File: src/rtl/rename_pkg.sv
package rename_pkg;

  localparam int unsigned ARCH_REGS_DEF = 8;
  localparam int unsigned PHYS_REGS_DEF = 16;

  // what the tag pool does in a given cycle
  typedef enum logic [2:0] {
    FL_IDLE   = 3'd0,
    FL_POP    = 3'd1,
    FL_PUSH   = 3'd2,
    FL_SWAP   = 3'd3,  // pop head and push returned tag together
    FL_BYPASS = 3'd4   // empty pool, returned tag handed straight out
  } fl_action_e;

endpackage

File: src/rtl/rename_freelist.sv
module rename_freelist
  import rename_pkg::*;
#(
  parameter int unsigned DEPTH = PHYS_REGS_DEF
) (
  input  logic                         clk,
  input  logic                         rst_n,
  input  logic                         pop_req,
  input  logic                         push_en,
  input  logic [$clog2(DEPTH)-1:0]     push_tag,
  output logic                         avail,
  output logic                         pop_fire,
  output logic [$clog2(DEPTH)-1:0]     head_tag,
  output logic [$clog2(DEPTH+1)-1:0]   level
);

  localparam int unsigned TW = $clog2(DEPTH);
  localparam int unsigned CW = $clog2(DEPTH+1);
  localparam logic [TW-1:0] LAST_SLOT = TW'(DEPTH-1);

  logic [TW-1:0] slot_q [DEPTH];
  logic [TW-1:0] rd_q, wr_q;
  logic [CW-1:0] cnt_q;
  logic          empty;
  fl_action_e    act;

  function automatic logic [TW-1:0] step(input logic [TW-1:0] p);
    return (p == LAST_SLOT) ? '0 : p + 1'b1;
  endfunction

  assign empty    = (cnt_q == '0);
  assign avail    = !empty || push_en;
  assign pop_fire = pop_req && avail;
  assign head_tag = empty ? push_tag : slot_q[rd_q];
  assign level    = cnt_q;

  always_comb begin
    if (pop_fire && push_en)
      act = empty ? FL_BYPASS : FL_SWAP;
    else if (pop_fire)
      act = FL_POP;
    else if (push_en)
      act = FL_PUSH;
    else
      act = FL_IDLE;
  end

  // storage: full of tags 0..DEPTH-1 after reset
  always_ff @(posedge clk) begin
    if (!rst_n) begin
      for (int i = 0; i < int'(DEPTH); i++)
        slot_q[i] <= TW'(i);
    end else if (act == FL_PUSH || act == FL_SWAP) begin
      slot_q[wr_q] <= push_tag;
    end
  end

  always_ff @(posedge clk) begin
    if (!rst_n) begin
      rd_q  <= '0;
      wr_q  <= '0;
      cnt_q <= CW'(DEPTH);
    end else begin
      unique case (act)
        FL_POP: begin
          rd_q  <= step(rd_q);
          cnt_q <= cnt_q - 1'b1;
        end
        FL_PUSH: begin
          wr_q  <= step(wr_q);
          cnt_q <= cnt_q + 1'b1;
        end
        FL_SWAP: begin
          rd_q <= step(rd_q);
          wr_q <= step(wr_q);
        end
        FL_BYPASS, FL_IDLE: begin
        end
        default: begin
        end
      endcase
    end
  end

endmodule

File: src/rtl/rename_map_table.sv
module rename_map_table
  import rename_pkg::*;
#(
  parameter int unsigned ARCH_REGS = ARCH_REGS_DEF,
  parameter int unsigned PHYS_REGS = PHYS_REGS_DEF,
  parameter int unsigned RD_PORTS  = 2
) (
  input  logic                           clk,
  input  logic                           rst_n,
  input  logic                           wr_en,
  input  logic [$clog2(ARCH_REGS)-1:0]   wr_arch,
  input  logic [$clog2(PHYS_REGS)-1:0]   wr_tag,
  input  logic                           clr_en,
  input  logic [$clog2(ARCH_REGS)-1:0]   clr_arch,
  input  logic [$clog2(PHYS_REGS)-1:0]   clr_tag,
  input  logic [$clog2(ARCH_REGS)-1:0]   rd_arch [RD_PORTS],
  output logic                           rd_hit  [RD_PORTS],
  output logic [$clog2(PHYS_REGS)-1:0]   rd_tag  [RD_PORTS]
);

  localparam int unsigned AW = $clog2(ARCH_REGS);
  localparam int unsigned TW = $clog2(PHYS_REGS);

  logic [ARCH_REGS-1:0] live_q;
  logic [TW-1:0]        link_q   [ARCH_REGS];
  logic [ARCH_REGS-1:0] kill_now;  // entry released by this cycle's commit

  for (genvar e = 0; e < int'(ARCH_REGS); e++) begin : g_entry
    logic sel_wr, sel_clr;
    assign sel_wr      = wr_en  && (wr_arch  == AW'(e));
    assign sel_clr     = clr_en && (clr_arch == AW'(e));
    assign kill_now[e] = sel_clr && live_q[e] && (link_q[e] == clr_tag);

    // commit clears first, a same-cycle dispatch write then wins
    always_ff @(posedge clk) begin
      if (!rst_n) begin
        live_q[e] <= 1'b0;
        link_q[e] <= '0;
      end else if (sel_wr) begin
        live_q[e] <= 1'b1;
        link_q[e] <= wr_tag;
      end else if (kill_now[e]) begin
        live_q[e] <= 1'b0;
      end
    end
  end

  // lookups see the table after this cycle's commit, before the new link
  for (genvar r = 0; r < int'(RD_PORTS); r++) begin : g_read
    assign rd_hit[r] = live_q[rd_arch[r]] && !kill_now[rd_arch[r]];
    assign rd_tag[r] = link_q[rd_arch[r]];
  end

endmodule

File: src/rtl/rename_unit.sv
module rename_unit
  import rename_pkg::*;
#(
  parameter int unsigned ARCH_REGS = ARCH_REGS_DEF,
  parameter int unsigned PHYS_REGS = PHYS_REGS_DEF
) (
  input  logic                         clk,
  input  logic                         rst_n,
  input  logic                         disp_valid,
  output logic                         disp_ready,
  input  logic [$clog2(ARCH_REGS)-1:0] disp_dst,
  input  logic [$clog2(ARCH_REGS)-1:0] disp_src0,
  input  logic [$clog2(ARCH_REGS)-1:0] disp_src1,
  output logic [$clog2(PHYS_REGS)-1:0] disp_ptag,
  output logic                         src0_hit,
  output logic [$clog2(PHYS_REGS)-1:0] src0_ptag,
  output logic                         src1_hit,
  output logic [$clog2(PHYS_REGS)-1:0] src1_ptag,
  input  logic                         cmt_valid,
  input  logic [$clog2(ARCH_REGS)-1:0] cmt_arch,
  input  logic [$clog2(PHYS_REGS)-1:0] cmt_ptag
);

  localparam int unsigned AW = $clog2(ARCH_REGS);
  localparam int unsigned TW = $clog2(PHYS_REGS);
  localparam int unsigned CW = $clog2(PHYS_REGS+1);
  localparam int unsigned NSRC = 2;

  logic          grant;
  logic [CW-1:0] fl_count;
  logic [AW-1:0] look_arch [NSRC];
  logic          look_hit  [NSRC];
  logic [TW-1:0] look_tag  [NSRC];

  rename_freelist #(.DEPTH(PHYS_REGS)) u_pool (
    .clk      (clk),
    .rst_n    (rst_n),
    .pop_req  (disp_valid),
    .push_en  (cmt_valid),
    .push_tag (cmt_ptag),
    .avail    (disp_ready),
    .pop_fire (grant),
    .head_tag (disp_ptag),
    .level    (fl_count)
  );

  assign look_arch[0] = disp_src0;
  assign look_arch[1] = disp_src1;

  rename_map_table #(
    .ARCH_REGS (ARCH_REGS),
    .PHYS_REGS (PHYS_REGS),
    .RD_PORTS  (NSRC)
  ) u_map (
    .clk      (clk),
    .rst_n    (rst_n),
    .wr_en    (grant),
    .wr_arch  (disp_dst),
    .wr_tag   (disp_ptag),
    .clr_en   (cmt_valid),
    .clr_arch (cmt_arch),
    .clr_tag  (cmt_ptag),
    .rd_arch  (look_arch),
    .rd_hit   (look_hit),
    .rd_tag   (look_tag)
  );

  assign src0_hit  = look_hit[0];
  assign src0_ptag = look_tag[0];
  assign src1_hit  = look_hit[1];
  assign src1_ptag = look_tag[1];

endmodule

File: config.mk
export PLATFORM = sky130hd
export DESIGN_NAME = rename_unit
export DESIGN_NICKNAME = d
export VERILOG_FILES = /design/src/rtl/rename_pkg.sv /design/src/rtl/rename_freelist.sv /design/src/rtl/rename_map_table.sv /design/src/rtl/rename_unit.sv
export SDC_FILE = /design/constraint.sdc
export NUM_CORES = 1
export LEC_CHECK = 0
export CORE_ASPECT_RATIO = 2
export CORE_MARGIN = 5
export CORE_UTILIZATION = 33
export CTS_CLUSTER_SIZE = 40
export DETAILED_ROUTE_END_ITERATION = 8
export PLACE_DENSITY = 0.6
export SLEW_MARGIN = 20
export SYNTH_ARGS = -nofsm -noshare
export SYNTH_HDL_FRONTEND = slang
export SYNTH_HIERARCHICAL = 1
export SYNTH_SLANG_ARGS = --single-unit
File: constraint.sdc
create_clock -name clk -period 3.3 [get_ports clk]
set_clock_uncertainty 0.05 [all_clocks]
set_input_delay 0.66 -clock clk [delete_from_list [all_inputs] [get_ports clk]]
set_output_delay 0.66 -clock clk [all_outputs]
set_load 0.005 [all_outputs]
# Word-level counts from Yosys, hierarchy flattened
# Memory sizes are Yosys's and may differ from the RTL's. A register that Yosys moved wholly into a read port is not among the register bits.
# Cells that the tools add are included.
# totals
register_bits	21
ramBits	96
output_inout_bits	15
wordCells	183
mem_count	2
# mem_list
memory	words	width	read_ports	rd_clocked_by_memory_dff	write_ports	line_no	rtl
u_pool.slot_q	16	4	1	1	16	rename_freelist.sv:21	logic [TW-1:0] slot_q [DEPTH];
u_map.link_q	8	4	10	0	8	rename_map_table.sv:25	logic [TW-1:0] link_q [ARCH_REGS];
# op_classes
addsub	4
magnitude_cmp	2
eq_ne	27
mux	73
n_bitwise	8
n_reduce_logical	56
# ops
cell	n
2-to-1 mux 4 bit	15
2-to-1 mux 1 bit	49
logical AND 1 bit	36
== test 4 bit	8
== test 3 bit, second input constant	8
== test 3 x 2 -> 1 bit, second input constant	6
nonzero test 2 bit	9
binary-select mux 1 bit (select 3 bit)	4
case mux 5 bit (2 select lines)	1
== test 3 x 1 -> 1 bit, second input constant	3
2-to-1 mux 3 bit	3
adder 4 x 1 -> 4 bit, second input constant	2
== test 4 bit, second input constant	2
less-than comparator 3 x 4 -> 1 bit, second input constant	2
bitwise OR 1 bit	8
zero test 3 bit	2
adder 5 x 1 -> 5 bit, second input constant	1
zero test 5 bit	1
subtractor 5 x 1 -> 5 bit, second input constant	1
OR reduction 2 bit	2
OR reduction 4 bit	1
zero test 1 bit	3
logical OR 1 bit	2
2-to-1 mux 2 bit	1

# Logic depth before layout (Yosys ltp)
# depth
word_depth	13
ltp_mapped	8
ltp_nobuf	7

# Modules after synthesis
# Netlist, hierarchy kept.
# by_module_without_submodules
mod	instances	cells_each	area_each_um2	seq_area_each_um2
rename_freelist	1	317	4023.9	2262.2
rename_map_table	1	252	2750.1	1121.1

# Least setup slack after synthesis
# Ideal clock, no wire load.
# synth_timing
path_kind	input-to-output
from	input port disp_src1[0]
to	output port src1_ptag[0]
arrival_ns	1.847
setup_slack_ns	0.743
stages	4
n_path_buf	2
cell_sequence	buf_2 > buf_2 > mux4_2 > mux2_2
# synth_between
elab_chain_cells	1
# synth_lines
item	line_no	rtl
start, declared	rename_unit.sv:13	input logic [$clog2(ARCH_REGS)-1:0] disp_src1,
memory read (8 x 4 bit)	-	
end, declared	rename_unit.sv:18	output logic [$clog2(PHYS_REGS)-1:0] src1_ptag,
# No other way between the ends.

# Final worst setup path
# layout_timing
from	input port disp_src0[0]
to	output port src0_ptag[0]
# layout_between
elab_chain_cells	1
# layout_lines
item	line_no	rtl
start, declared	rename_unit.sv:12	input logic [$clog2(ARCH_REGS)-1:0] disp_src0,
memory read (8 x 4 bit)	-	
end, declared	rename_unit.sv:16	output logic [$clog2(PHYS_REGS)-1:0] src0_ptag,
# No other way between the ends.

==> flow_summary.ini <==
[routing]
num_vias = 4934
totalWireLength_mm = 19.60
drt_iter0_markers = 224
drt-wirelength-per-cell_um = 20.61
vias_per_cell = 5.188
drtAntennaViolNets = 0
drc = 0
dr.pass1.iters = 4

[synthesis]
synth_ff_type = edfxtp_1
netlist_instances = 569
syn_area_per_cell_um2 = 11.91
synth-seq-cells = 121
synth_fp_nets = 598
syn-cell-area_um2 = 6774
synthesis.yosys.warnings = 6
ys_async_sr_fraction_pct = 0
synth_edf_count = 96
ys_seq_area_share_pct = 49.94
ys_types = 61

[final_layout]
final_common_cell = edfxtp_1
layout-area-overhead-vs-synth_pct = 26.95
final_cell_mix = edfxtp_1, buf_4, and2_1
drive_gt1_share_pct = 25.84
final_net_count = 701
post-route-util_pct = 42.22
fin_cells = 951
n_antenna_cell = 0

[timing]
max_freq_ghz = 0.3078
relSlewSlack_pct = 53.21
rsz0062_at_grt = no
finalHoldViolations = 0
slew_viol_final = 0
period_minus_slack_ns = 3.249
worst_pin_slew_ns = 0.6945
setup_viol = 0
finalCritPeriodShare_pct = 98.46
fin_tns_setup_ns = 0

[clocking]
clk_latency_ns = 0.42
cts.sinks = 121
cts_tree = built
htreeDepth = 4
clockBufferDepth = 2
path_clk_slew_ns = 0.05
root_buffer = clkbuf_16
numCtsBuffers = 17
ctsHoldBuffers = 0

[power]
vdd.ir_drop.worst_mv = 0.3123
p_per_area_nw_per_um2 = 492.0
power_frac_seq_pct = 41.7
power.switching_mw = 1.089
leakage_nw = 3.070
power_frac_comb_pct = 16.7
internal-power_mw = 3.142
clock_power_share_pct = 41.6
switching_share_pct = 25.73

[run]
maxCapViolCount = 0

[die]
ios = 35
die-area_um2 = 23670
core_area_um2 = 20370
die_w_um = 111.3
die_y_um = 212.6
rows = 74
start_util_pct = 33.26

[global_routing]
grt_max_degree = 28
track_usage_pct = 17.30
gr-total-overflow = 0
antenna_found_initial = 0
grt_pass1_vias = 5439
grt_pass1_wl_mm = 30.62

[place]
globalplace.congestion = 0.9385
portBuffers = 34
dpl.cell_count = 914
hpwlAfterDp_mm = 15.63

[hold_path]
hold_class = reg -> reg

[outcome]
outcome = completed

[setup_path]
crit_required_ns = 2.59
cp_cell_sequence = clkdlybuf4s50_1, buf_12, mux4_2, nand2_1, nand2_1, clkdlybuf4s50_1
cp_slowest_cell = mux4_2
critPathCaptureType = output port
cp.arrival_ns = 2.54
cp_slowest_stage_delay_ns = 0.56
worstSetupStartpointType = primary input
critPathMaxFanout = 14
path_class = in -> out
repair_timing:
item | in CTS | in global routing
gates resized for setup | 18 | 13
hold endpoints to repair | 0 | 0
gates cloned | 0 | 0
pin swaps | 3 | 5
setup endpoints to repair | 9 | 6
buffers inserted | 3 | 2
kinds of logic (layout without fill, tap and decap cells):
kind of cell / Yosys count / in the layout / share of synthesized area, %
buf+inv: 44 / 160 / 3.620
xor+xnor: 37 / 37 / 4.784
compound gates: 86 / 86 / 8.829
flops: 121 / 121 / 49.94
mux: 44 / 44 / 12.50
simple gates: 228 / 228 / 18.54
fa+ha+maj: 9 / 9 / 1.773
sequential cells by signal, summed over array words and instances (netlist names), named ones only:
name and count:
u_pool/level 5, u_map/live_q 8, u_pool/wr_q 4, u_pool/slot_q 64, u_pool/rd_q 4, u_map/link_q 32
power by group through the flow:
stage / combinational, mW / sequential, mW / clock, mW
3_5_place_dp: 0.700 / 1.80 / 0
2_1_floorplan: 0.370 / 1.77 / 0
6_report: 0.708 / 1.76 / 1.76
5_1_grt: 0.760 / 1.77 / 1.86
3_3_place_gp: 0.690 / 1.79 / 0
4_1_cts: 0.707 / 1.76 / 1.79
worst paths after layout:
| check | start | endpoint | cells after the start | slack (ns) |
|---|---|---|---|---|
| max | disp_src0[0] | src0_ptag[0] | 6 | 0.05 |
| min | u_map/live_q[6]$_SDFFE_PN0P_ | u_map/live_q[6]$_SDFFE_PN0P_ | 2 | 0.46 |
| max reg2reg | u_pool/level[4]$_SDFFE_PN1P_ | u_map/link_q[0][1]$_SDFFCE_PN0P_ | 8 | 0.61 |
| min reg2reg | u_map/live_q[6]$_SDFFE_PN0P_ | u_map/live_q[6]$_SDFFE_PN0P_ | 2 | 0.46 |
layout make-up:
type                            count  area, µm²
Tap cell                          266      332.8
Sequential cell                   121       3387
Inverter                           10      37.54
Clock buffer                       18      429.2
Clock inverter                     14      132.6
Multi-Input combinational cell    404       3179
Fill cell                        1916      11770
Timing Repair Buffer              118       1101
synthesized netlist by cell type (all sizes together) (14+ instances only):
library cell | instances | area (µm²)
edfxtp | 96 | 2883
nand2b | 14 | 87.58
nand3 | 16 | 80.08
clkbuf | 20 | 95.09
nand2 | 40 | 150.1
o21ai | 31 | 162.7
xor2 | 19 | 166.4
nor2 | 30 | 112.6
xnor2 | 18 | 157.7
a21oi | 15 | 75.07
mux4 | 32 | 720.7
or3 | 23 | 143.9
and2 | 64 | 400.4
dfxtp | 25 | 500.5
critical path: cells and delay by family:
| kind | cells | cell delay [ns] |
|---|---|---|
| AND/OR/NAND/NOR | 2 | 0.17 |
| multiplexers | 1 | 0.56 |
| buffers and inverters | 3 | 1.14 |
per-layer routing:
layer	wire length [µm]	vias to the layer above	part of all wire, %	GRT usage [%]
met2	11440	135	58	34.33
met4	1445	0	7.4	12.64
met5	0	-	0	0
li1	-	2329	-	-
met1	6110	2414	31	15.01
met3	597	56	3.0	3.133
per-stage QoR:
step                      worst slack [ns]  total power, mW  hold slack, ns  area (µm²)
after global routing              0.004547            4.388          0.5014        8600
after floorplan                     0.7426            2.144          0.4129        6774
after CTS                         -0.04209            4.257          0.4552        8552
final                              0.05082            4.231          0.4574        8600
after global placement             -0.3881            2.481          0.4449        7945
after detailed placement           -0.3871            2.496          0.4447        7945
Power figures use the tool's default switching activity.
